**src/rtl/evt_irq_ctrl.sv**
```systemverilog
module evt_irq_ctrl #(
  parameter int N_SRC      = 8,
  parameter int ACK_WRITES = 4,
  parameter int RESET_EVT  = 2
) (
  input  logic             clk,
  input  logic             rst_n,
  input  logic [N_SRC-1:0] evt_i,
  input  logic             clr_wr_i,
  output logic             irq_o,
  output logic [$clog2(N_SRC)-1:0] evt_num_o,
  output logic [N_SRC-1:0] pending_o
);
  localparam int IDW = $clog2(N_SRC);
  localparam int CW  = (ACK_WRITES > 1) ? $clog2(ACK_WRITES) : 1;
  localparam logic [CW-1:0] LAST_WR = CW'(ACK_WRITES - 1);

  function automatic logic [IDW-1:0] low_idx(input logic [N_SRC-1:0] v);
    low_idx = '0;
    for (int i = N_SRC - 1; i >= 0; i--)
      if (v[i]) low_idx = IDW'(i);
  endfunction

  logic [N_SRC-1:0] pend_q, pend_ack, pend_d, low_bit;
  logic [IDW-1:0]   num_q, num_ack, num_d, evt_lo;
  logic [CW-1:0]    cnt_q, cnt_d;
  logic             irq_q, irq_d, ack, take;

  assign ack      = clr_wr_i && (cnt_q == LAST_WR);
  assign cnt_d    = !clr_wr_i ? cnt_q : (ack ? '0 : cnt_q + 1'b1);

  assign low_bit  = pend_q & (~pend_q + 1'b1);
  assign pend_ack = ack ? (pend_q & ~low_bit) : pend_q;
  assign num_ack  = (ack && |pend_ack) ? low_idx(pend_ack) : num_q;

  assign evt_lo   = low_idx(evt_i);
  assign take     = |evt_i && (num_ack == '0 || num_ack > evt_lo);
  assign num_d    = take ? evt_lo : num_ack;
  assign pend_d   = pend_ack | evt_i;

  always_comb begin
    irq_d = irq_q;
    if (ack && pend_ack == '0) irq_d = 1'b0;
    if (|evt_i && pend_ack == '0) irq_d = 1'b1;
  end

  always_ff @(posedge clk or negedge rst_n) begin
    if (!rst_n) begin
      pend_q <= N_SRC'(1) << RESET_EVT;
      num_q  <= IDW'(RESET_EVT);
      irq_q  <= 1'b1;
      cnt_q  <= '0;
    end else begin
      pend_q <= pend_d;
      num_q  <= num_d;
      irq_q  <= irq_d;
      cnt_q  <= cnt_d;
    end
  end

  assign irq_o     = irq_q;
  assign evt_num_o = num_q;
  assign pending_o = pend_q;

  AST_IRQ_TRACKS_PEND: assert property (@(posedge clk) disable iff (!rst_n)
    irq_o == (pending_o != '0));

  AST_EVENT_SETS_BIT: assert property (@(posedge clk) disable iff (!rst_n)
    (evt_i != '0) |=> ((pending_o & $past(evt_i)) == $past(evt_i)));

  AST_EARLY_WRITE_INERT: assert property (@(posedge clk) disable iff (!rst_n)
    (clr_wr_i && cnt_q != LAST_WR) |=> (pending_o == ($past(pending_o) | $past(evt_i))));

  AST_ACK_RETIRES_ONE: assert property (@(posedge clk) disable iff (!rst_n)
    (ack && pending_o != '0 && evt_i == '0) |=>
      ($countones(pending_o) + 1 == $countones($past(pending_o))));

  AST_IDLE_HOLDS: assert property (@(posedge clk) disable iff (!rst_n)
    (!clr_wr_i && evt_i == '0) |=> ($stable(evt_num_o) && $stable(pending_o)));
endmodule

```
**config.mk**
```make
export PLATFORM = sky130hd
export DESIGN_NAME = evt_irq_ctrl
export DESIGN_NICKNAME = d
export VERILOG_FILES = /design/src/rtl/evt_irq_ctrl.sv
export SDC_FILE = /design/constraint.sdc
export NUM_CORES = 1
export LEC_CHECK = 0
export BUFFER_PORTS_ARGS = -buffer_cell sky130_fd_sc_hd__buf_4
export CAP_MARGIN = 20
export CORE_ASPECT_RATIO = 1.5
export CORE_MARGIN = 1
export CORE_UTILIZATION = 55
export CTS_CLUSTER_SIZE = 12
export DETAILED_ROUTE_END_ITERATION = 10
export HOLD_SLACK_MARGIN = 0.08
export PLACE_DENSITY_LB_ADDON = 0.15
export SYNTH_ARGS = -nofsm -noshare
export SYNTH_HDL_FRONTEND = slang
export SYNTH_SLANG_ARGS = --single-unit
```
**constraint.sdc**
```tcl
create_clock -name clk -period 5.69 [get_ports clk]
set_input_delay 1.707 -clock clk [delete_from_list [all_inputs] [get_ports clk]]
set_output_delay 1.707 -clock clk [all_outputs]
set_load 0.005 [all_outputs]
```
After elaboration in Yosys (flattened, before gate mapping)
Index checks and enable logic that the tools add are counted.

storage, ports and cells
  register bits = 14
  input port bits = 11
  output and inout port bits = 12
  logic and storage cells = 46

operators by class
  add/subtract/negate cells = 2
  $lt $le $gt $ge = 1
  eq/ne operators = 1
  multiplexer cells = 22
  bitwise operators = 5
  reduce and logical (&&, ||, !) cells = 11

operators with widths
  kind                                         count
  2-to-1 mux 3 bit                             18
  bitwise AND 8 bit                            2
  NOT 8 bit                                    2
  OR reduction 8 bit                           2
  adder 8 x 1 -> 8 bit, second input constant  1
  zero test 8 bit                              1
  2-to-1 mux 8 bit                             1
  OR 8 bit                                     1
  logical AND 1 bit                            5
  greater-than comparator 3 bit                1
  zero test 3 bit                              1
  adder 2 x 1 -> 2 bit, second input constant  1
  equality test 2 bit, second input constant   1
  2-to-1 mux 1 bit                             2
  2-to-1 mux 2 bit                             1
  nonzero test 2 bit                           1
  logical OR 1 bit                             1

Longest topological paths before layout
Gate-level depths: netlist (run 1).

  word-level depth = 19
  mapped depth = 14

Worst setup path before layout (run 1)
Ideal clock, no wire load.

  kind = input port to flip-flop
  start point = input port clr_wr_i
  end point = register num_q[0], in the netlist evt_num_o[0]
  library setup time = 0.118 ns
  data arrival time = 4.563 ns
  setup slack = 1.009 ns
  cell stages on the path = 13
  path buffers = 1
  path through = nand2_2 or3_1 buf_6 maj3_2 o41a_1 mux2_4 ha_1 nor2b_1 o21ai_0 inv_1 o21ai_0 o21ai_0 a21o_1

between the ends
  longest elaborated chain between the ends = 15

ends and longest elaborated chain
  item                                                                     line  RTL
  start: declaration                                                       9     input logic clr_wr_i,
  logical AND 1 bit *                                                      29    assign ack = clr_wr_i && (cnt_q == LAST_WR);
  2-to-1 mux 8 bit                                                         33    assign pend_ack = ack ? (pend_q & ~low_bit) : pend_q;
  2-to-1 mux 3 bit (8 in a row)                                            21    if (v[i]) low_idx = IDW'(i);
  2-to-1 mux 3 bit *                                                       34    assign num_ack = (ack && |pend_ack) ? low_idx(pend_ack) : num_q;
  greater-than comparator 3 bit / zero test 3 bit (equally long branches)  37    assign take = |evt_i && (num_ack == '0 || num_ack > evt_lo);
  logical OR 1 bit                                                         37
  logical AND 1 bit                                                        37
  2-to-1 mux 3 bit *                                                       38    assign num_d = take ? evt_lo : num_ack;
  via num_d[0]                                                             25    logic [IDW-1:0] num_q, num_ack, num_d, evt_lo;
  end signal: assignment                                                   50    num_q <= IDW'(RESET_EVT);
  end signal: assignment                                                   55    num_q <= num_d;
  end: declaration                                                         25

Mark *: on every way through the listed nets, which the timed path passes. The rest lies on a longest branch.
A chain may end at the register's enable or synchronous reset.

Worst setup path after layout (run 1)
Same ends and word-level chain as after synthesis.

==> impl_metrics.toml, run 1 <==
[floorplanning]
die_x_um = 39.0
core-area_um2 = 1880
io_pins = 23
die_h_um = 57.5
die_area_um2 = 2240
initial_core_util = 0.600
num_rows = 19

[grt]
grt_max_degree = 16
grt_pass1_wl_um = 4480
grt_pass1_vias = 1010
grt_usage = 0.273
overflow = 0
antenna_found_initial = 0

[drt]
viasPerCell = 6.26
wl_um = 2710
antenna_left = 0
route.detailed.drc = 0
drt_iter0_drc = 59
firstDrtPassIters = 4
vias = 1070
wl_per_cell_um = 15.9

[clock_network]
clockRootBuffer = "clkbuf_4"
cts.clk_slew.worst_paths_ps = 80
clock_path_buffers = 2
cts_resized = 0
cts_buffers = 3
htree_levels = 1
clk_latency_ps = 280
cts_setup_buffers = 0
cts_hold_buf = 0
cts.sinks = 14
cts_tree = "done"

[setup_path]
worst-path-max-fanout = 10
cpMaxStageDelayCell = "or4bb_2"
path_cells = "buf_4, or4bb_2, or3_1, nor2_1, o41ai_1, mux2_4, ha_1, nor2b_1, o21ai_0, inv_1, o21ai_0, o21ai_0, a21o_1"
required_ps = 5870
setup.worst_path.class = "in2reg"
end_kind = "flop"
arrival_ps = 4950
crit_family = "simple AND/OR/NAND/NOR gates"
worst-path-buf-inv = 2
crit_path_frequent_cell = "o21ai_0"
start_kind = "input pin"
cp_slowest_stage_delay_ps = 670

[yosys]
synth_common_cells = "15 x nor2_1, 15 x o21ai_0, 11 x dfrtp_1"
syn_avg_cell_area_um2 = 8.54
netlist_area_um2 = 1130
synth-seq-cells = 14
yosys-top-cells-area = "dfrtp_1 24%, dfstp_2 7.0%, o21ai_0 6.7%, nor2_1 5.0%, ha_1 4.4%"
synth-main-ff-cell = "dfrtp_1"
async_reset_ff_frac = 1.00
synth_top_area_frac = 0.244
yosys.cell_types.count = 50
yosys.area.top_type = "dfrtp_1"
synth_edf_count = 0
ys_warn_count = 0
synthCells = 132
ys_seq_area_frac = 0.314
syn_nets = 147

[placement]
dpl.hpwl_um = 2050
dpl.cell_count = 167
gp_congestion = 0.847
numPortBuffers = 22

[timing]
worst_pin_slew_ps = 541
slew_headroom = 0.636
finalCriticalPeriod_ps = 4780
setup_violations = 0
skew_ps = 4.44
finalHoldViolations = 0
fmax_ghz = 0.209
rsz0062_at_grt = "false"
fin_tns_setup_ps = 0
slew_viol_final = 0
period_share = 0.839

[job]
maxCapViolations = 0

[power]
p_sw_mw = 0.113
p_leak_nw = 0.507
comb_power_share = 0.407
clkPwrFrac = 0.214
seqPwrFrac = 0.379
vdd_drop_max_mv = 0.210
swShare = 0.332
power.internal_mw = 0.227
p_per_area_nw_per_um2 = 261

[final_layout]
fin_cells = 171
n_antenna_cell = 0
areaGrowthSynthToFinish_pct = 15.5
fillers = 158
layout-drive-gt1-share = 0.287
final_nets = 166

[min_path]
hp-class = "reg2reg"

[status]
status = "finished, final reports clean"
-- worst register-to-register path, delay by kind of cell (launching register included) --
family / cells / cell delay, ps
flops: 1 / 530
fa+ha+maj: 2 / 660
compound gates: 5 / 1340
mux: 1 / 330
buf+inv: 1 / 50
simple gates: 3 / 1020
-- state kept, by name (all words and copies together) (netlist names) --
name       cells
evt_num_o      3
pending_o      8
cnt_q          2
irq_o          1
-- cell families after synthesis --
logic type,after synthesis,share of synthesized area
DFF,14,0.314
muxes,4,0.0411
and+or+nand+nor,48,0.230
adders and majority gates,9,0.0899
buffers and inverters,14,0.0666
AOI/OAI and AO/OA,43,0.259
-- path summary, 6_finish.rpt --
kind | from | depth (start not counted) | end | slack (ps)
max in group asynchronous | rst_n | 1 | evt_num_o[1]$_DFF_PN1_ | 4200
hold / removal | cnt_q[0]$_DFFE_PN0P_ | 1 | cnt_q[0]$_DFFE_PN0P_ | 500
setup reg to reg | pending_o[3]$_DFF_PN0_ | 12 | evt_num_o[0]$_DFF_PN0_ | 1660
setup / recovery | clr_wr_i | 13 | evt_num_o[0]$_DFF_PN0_ | 910
hold reg to reg | cnt_q[0]$_DFFE_PN0P_ | 1 | cnt_q[0]$_DFFE_PN0P_ | 500
min in group asynchronous | rst_n | 1 | evt_num_o[2]$_DFF_PN0_ | 1250
-- final cells by class --
cell class / instances / area [um2] / area share
clock buffer: 4 / 36.3 / 0.0279
inverter: 6 / 22.5 / 0.0173
multi-input combinational: 104 / 698 / 0.536
sequential: 14 / 354 / 0.272
tap: 21 / 26.3 / 0.0202
timing repair buffer: 22 / 165 / 0.127
-- per-stage QoR --
step	instance area, um2	utilization	worst slack [ps]	hold WS [ps]	total power [mW]
detailed placement	1270	0.674	625	492	0.268
CTS	1300	0.694	908	503	0.341
global route	1300	0.694	662	533	0.365
global placement	1270	0.674	740	474	0.261
finish	1300	0.694	914	499	0.340
floorplan	1130	-	1010	457	0.222
-- placed cells by master, fill, tap and decap left out, types with 2 or more instances in the layout --
| cell type | count |
|---|---|
| buf_4 | 22 |
| nor2_1 | 15 |
| o21ai_0 | 15 |
| dfrtp_1 | 11 |
| inv_1 | 6 |
| nand2_1 | 6 |
| a21oi_1 | 6 |
| or3_1 | 4 |
| nand2b_1 | 4 |
| maj3_1 | 4 |
| nor3_1 | 4 |
| nor2b_1 | 4 |
| ha_1 | 4 |
| clkbuf_4 | 3 |
| dfstp_2 | 3 |
| o21bai_1 | 2 |
| a21o_2 | 2 |
| a21o_1 | 2 |
| nand3_1 | 2 |
| a311oi_1 | 2 |
| mux2i_1 | 2 |
-- power by group through the flow --
stage / sequential, mW / combinational (mW) / clock (mW)
3_3_place_gp: 0.129 / 0.131 / 0
4_1_cts: 0.129 / 0.139 / 0.0733
3_5_place_dp: 0.131 / 0.138 / 0
2_1_floorplan: 0.129 / 0.0928 / 0
5_1_grt: 0.130 / 0.154 / 0.0814
6_report: 0.129 / 0.138 / 0.0727
-- routing by layer --
layer | part of all wire | vias to the layer above | track usage
li1 | - | 516 | -
met1 | 0.41 | 514 | 0.349
met2 | 0.52 | 32 | 0.462
met3 | 0.043 | 8 | 0.0350
met4 | 0.022 | 0 | 0.0788
met5 | 0 | - | 0
Power figures use the tool's default switching activity.
==> inputs of run 2 (changes only) <==
- CORE_UTILIZATION: 55 -> 49
- clock period: 5.69 -> 3.9 ns (I/O delays scaled with it)
==> impl_metrics.toml, run 2 (synthesis gave the netlist of run 1 again) <==
[status]
status = "finished, final reports clean"

[setup_path]
required_ps = 4090
worst-path-max-fanout = 5
setup.worst_path.class = "in2reg"
end_kind = "flop"
r2r_cells = 13
worstReg2RegEnd = "evt_num_o[2]$_DFF_PN0_"
arrival_ps = 3980
worstReg2RegStart = "pending_o[0]$_DFF_PN0_"
setup.worst_path.start = "clr_wr_i"
regToRegSetupSlack_ps = 310
start_kind = "input pin"

[min_path]
worst_hold_path.endpoint = "cnt_q[0]$_DFFE_PN0P_"
worstHoldPathCells = 1
hp-class = "reg2reg"
hold_start = "cnt_q[0]$_DFFE_PN0P_"

[drt]
drt_iter0_drc = 23
antenna_left = 0
wl_met3_um = 128
wl_met2_um = 1540
vias = 1108
wl_um = 2920
viasPerCell = 5.93
route.detailed.drc = 0
highest_layer = "met4"
wl_met1_um = 1160
firstDrtPassIters = 4
wl_per_cell_um = 15.6

[final_layout]
multi_input_area_um2 = 717
seq_area_um2 = 354
final_nets = 181
areaGrowthSynthToFinish_pct = 26.4
final_core_util = 0.678
final_cell_mix = "37 x buf_4, 14 x nor2_1, 12 x o21ai_0"
fillers = 189
n_antenna_cell = 0
largest_reg_flops = 8
layout-drive-gt1-share = 0.364
fin_cells = 187
mostFrequentLayoutCell = "buf_4"

[grt]
grt_usage = 0.270
overflow = 0
grt_pass1_wl_um = 4590
grt_pass1_vias = 1014
antenna_found_initial = 0
grt_max_degree = 16

[clock_network]
clk_latency_ps = 290
cts.clk_slew.worst_paths_ps = 90
clock_path_buffers = 2
cts_buffers = 3
clockRootBuffer = "clkbuf_4"
htree_levels = 1
cts_tree = "done"
cts.sinks = 14

[timing]
worst_pin_slew_ps = 645
finalCriticalPeriod_ps = 3790
setup_ws_ps = 110
period_share = 0.972
finalHoldViolations = 0
slew_viol_final = 0
fmax_ghz = 0.264
setup_violations = 0
skew_ps = 8.07
slew_headroom = 0.566

[floorplanning]
io_pins = 23
die_x_um = 41.2
initial_core_util = 0.536
core-area_um2 = 2100
die_h_um = 60.7
die_area_um2 = 2500
num_rows = 20

[placement]
gp_congestion = 0.802
dpl.cell_count = 180
dpl.hpwl_um = 2110
numPortBuffers = 22
dp_slack_ps = -162

[power]
p_per_area_nw_per_um2 = 417
vdd_drop_max_mv = 0.378
p_leak_nw = 0.574

[job]
maxCapViolations = 0
-- run 2: cell count changes in the layout (fill, tap and decap cells not counted) --
cell,before,now
nor2_2,0,1
clkbuf_1,0,1
or3_4,1,2
clkbuf_8,1,0
or3_1,4,3
o21ai_1,0,2
o21ai_0,15,12
nor2_1,15,14
buf_4,22,37
o21ai_4,0,1
-- run 2: timing repair --
action | 4_1_cts | 5_1_grt
setup buffers | 0 | 3
endpoints found under the setup margin | 0 | 3
resized for setup | 0 | 3
hold buffers | 0 | 0
hold endpoints to repair | 0 | 0
-- run 2: layer usage --
metal | GRT usage | vias to the layer above
li1 | - | 554
met5 | 0 | -
met3 | 0.0403 | 9
met1 | 0.338 | 513
met4 | 0.111 | 0
met2 | 0.446 | 32
-- run 2: final cells by class --
type                            count  share of cell area
Clock buffer                        4              0.0184
Inverter                            6              0.0158
Tap cell                           22              0.0193
Timing Repair Buffer               37               0.195
Multi-Input combinational cell    104               0.503
Sequential cell                    14               0.248
-- run 2: worst max path at each step --
stage / cells after the start / to / slack (ps)
after floorplan: 13 / evt_num_o[0]$_DFF_PN0_ / 8
after global placement: 13 / evt_num_o[2]$_DFF_PN0_ / -70
after detailed placement: 13 / evt_num_o[2]$_DFF_PN0_ / -160
after CTS: 13 / evt_num_o[2]$_DFF_PN0_ / 140
after global routing: 13 / evt_num_o[2]$_DFF_PN0_ / -50
final: 13 / evt_num_o[2]$_DFF_PN0_ / 110
-- run 2: worst max-delay path: stages --
cell and delay (ps):
buf_4 100, or4bb_2 540, or3_4 400, a21oi_1 160, o41ai_1 110, mux2_4 270
ha_1 300, nor2b_1 140, o21ai_1 130, inv_1 80, o21ai_4 160, a21oi_1 100
a311oi_1 300
-- run 2: per-stage QoR --
| step | hold slack (ps) | setup TNS [ps] | cell area, um2 | power (mW) |
|---|---|---|---|---|
| 2_1_floorplan | 457 | 0 | 1140 | 0.333 |
| 3_3_place_gp | 465 | -131 | 1370 | 0.435 |
| 3_5_place_dp | 490 | -461 | 1370 | 0.446 |
| 4_1_cts | 501 | 0 | 1390 | 0.537 |
| 5_1_grt | 531 | -53.2 | 1430 | 0.629 |
| 6_report | 493 | 0 | 1430 | 0.595 |
-- run 2: power by group --
| part | switching [mW] | total [mW] | internal [mW] | leakage, nW |
|---|---|---|---|---|
| combinational | 0.135 | 0.316 | 0.181 | 0.417 |
| sequential | 0.0187 | 0.190 | 0.171 | 0.142 |
| clock | 0.0494 | 0.0892 | 0.0398 | 0.0150 |
| total | 0.203 | 0.595 | 0.392 | 0.574 |
==> inputs of run 3 (changes only) <==
- CORE_UTILIZATION: 49 -> 55
- PLACE_DENSITY: unset -> 0.8
- PLACE_DENSITY_LB_ADDON: 0.15 -> unset
- clock period: 3.9 -> 4.65 ns (I/O delays scaled with it)
==> impl_metrics.toml, run 3 (synthesis gave the netlist of run 1 again) <==
[status]
status = "finished, final reports clean"

[setup_path]
setup.worst_path.class = "in2reg"
worst-path-max-fanout = 6
regToRegSetupSlack_ps = 940
worstReg2RegStart = "pending_o[3]$_DFF_PN0_"
end_kind = "flop"
r2r_cells = 13
worstReg2RegEnd = "evt_num_o[2]$_DFF_PN0_"
required_ps = 4830
arrival_ps = 4240
start_kind = "input pin"

[final_layout]
areaGrowthSynthToFinish_pct = 17.3
mostFrequentLayoutCell = "buf_4"
final_nets = 170
fillers = 159
n_antenna_cell = 0
layout-drive-gt1-share = 0.299
largest_reg_flops = 8
final_cell_mix = "26 x buf_4, 15 x nor2_1, 15 x o21ai_0"

[drt]
drt_iter0_drc = 30
vias = 1106
route.detailed.drc = 0
firstDrtPassIters = 4
antenna_left = 0
wl_per_cell_um = 16.3
wl_um = 2850
viasPerCell = 6.32

[floorplanning]
io_pins = 23
die_x_um = 39.0
core-area_um2 = 1880
num_rows = 19
die_area_um2 = 2240
die_h_um = 57.5
initial_core_util = 0.600

[clock_network]
cts.sinks = 14
cts_hold_buf = 0
cts_tree = "done"
cts_resized = 0
clk_latency_ps = 280
cts_setup_buffers = 0
cts_buffers = 3
htree_levels = 1
clockRootBuffer = "clkbuf_4"
cts.clk_slew.worst_paths_ps = 90
clock_path_buffers = 2

[timing]
finalCriticalPeriod_ps = 4070
setup_violations = 0
skew_ps = 4.00
rsz0062_at_grt = "false"
finalHoldViolations = 0
fmax_ghz = 0.246
fin_hold_ws_ps = 499
worst_pin_slew_ps = 569
period_share = 0.874
slew_headroom = 0.617
slew_viol_final = 0
fin_tns_setup_ps = 0

[grt]
grt_pass1_vias = 982
grt_pass1_wl_um = 4340
grt_max_degree = 16
grt_usage = 0.272
overflow = 0
antenna_found_initial = 0

[placement]
dpl.hpwl_um = 2130
numPortBuffers = 22
gp_congestion = 0.840

[min_path]
hold_start = "cnt_q[0]$_DFFE_PN0P_"
worstHoldPathCells = 1
worst_hold_path.endpoint = "cnt_q[0]$_DFFE_PN0P_"
hp-class = "reg2reg"

[power]
vdd_drop_max_mv = 0.284
p_per_area_nw_per_um2 = 311
p_leak_nw = 0.518

[job]
maxCapViolations = 0
[run 3: cell types whose count changed in the layout (fill, tap and decap cells not counted), sizes merged]
cell	delta
buf	-11
[run 3: worst max path at each step]
stage | endpoint | from | cells after the start | slack (ps)
after global routing | evt_num_o[2]$_DFF_PN0_ | clr_wr_i | 14 | 380
final | evt_num_o[2]$_DFF_PN0_ | clr_wr_i | 14 | 580
after CTS | evt_num_o[2]$_DFF_PN0_ | clr_wr_i | 14 | 610
after floorplan | evt_num_o[0]$_DFF_PN0_ | clr_wr_i | 13 | 280
after detailed placement | evt_num_o[2]$_DFF_PN0_ | clr_wr_i | 14 | 320
after global placement | evt_num_o[0]$_DFF_PN0_ | clr_wr_i | 14 | 370
[run 3: layout make-up]
type	count	area [um2]	area share
clock buffer	4	26.3	0.0199
inverter	6	22.5	0.0170
multi-input combinational	104	698	0.528
sequential	14	354	0.268
tap	21	26.3	0.0199
timing repair buffer	26	195	0.148
[run 3: per-layer routing]
metal / global-route usage / share of wire
met2: 0.493 / 0.54
met5: 0 / 0
met3: 0.0389 / 0.038
met4: 0.0493 / 0.0091
met1: 0.327 / 0.41
[run 3: per-stage QoR]
| stage | utilization | std cells | total power [mW] | setup slack, ps | area (um2) |
|---|---|---|---|---|---|
| floorplan | - | 132 | 0.271 | 281 | 1130 |
| global placement | 0.690 | 171 | 0.333 | 375 | 1300 |
| detailed placement | 0.690 | 171 | 0.340 | 321 | 1300 |
| CTS | 0.704 | 175 | 0.413 | 610 | 1320 |
| global route | 0.704 | 175 | 0.436 | 384 | 1320 |
| finish | 0.704 | 175 | 0.412 | 584 | 1320 |
[run 3: critical path, stage by stage]
cell	delay, ps
buf_4	120
or4bb_2	550
or3_1	430
a21oi_1	170
o41ai_1	110
mux2_4	280
ha_1	300
nor2b_1	130
o21ai_0	130
inv_1	50
o21ai_0	130
buf_4	150
a21oi_1	60
a311oi_1	230
[run 3: power breakdown]
part	internal, mW	switching, mW
registers	0.143	0.0139
clock network	0.0332	0.0397
logic	0.0977	0.0839
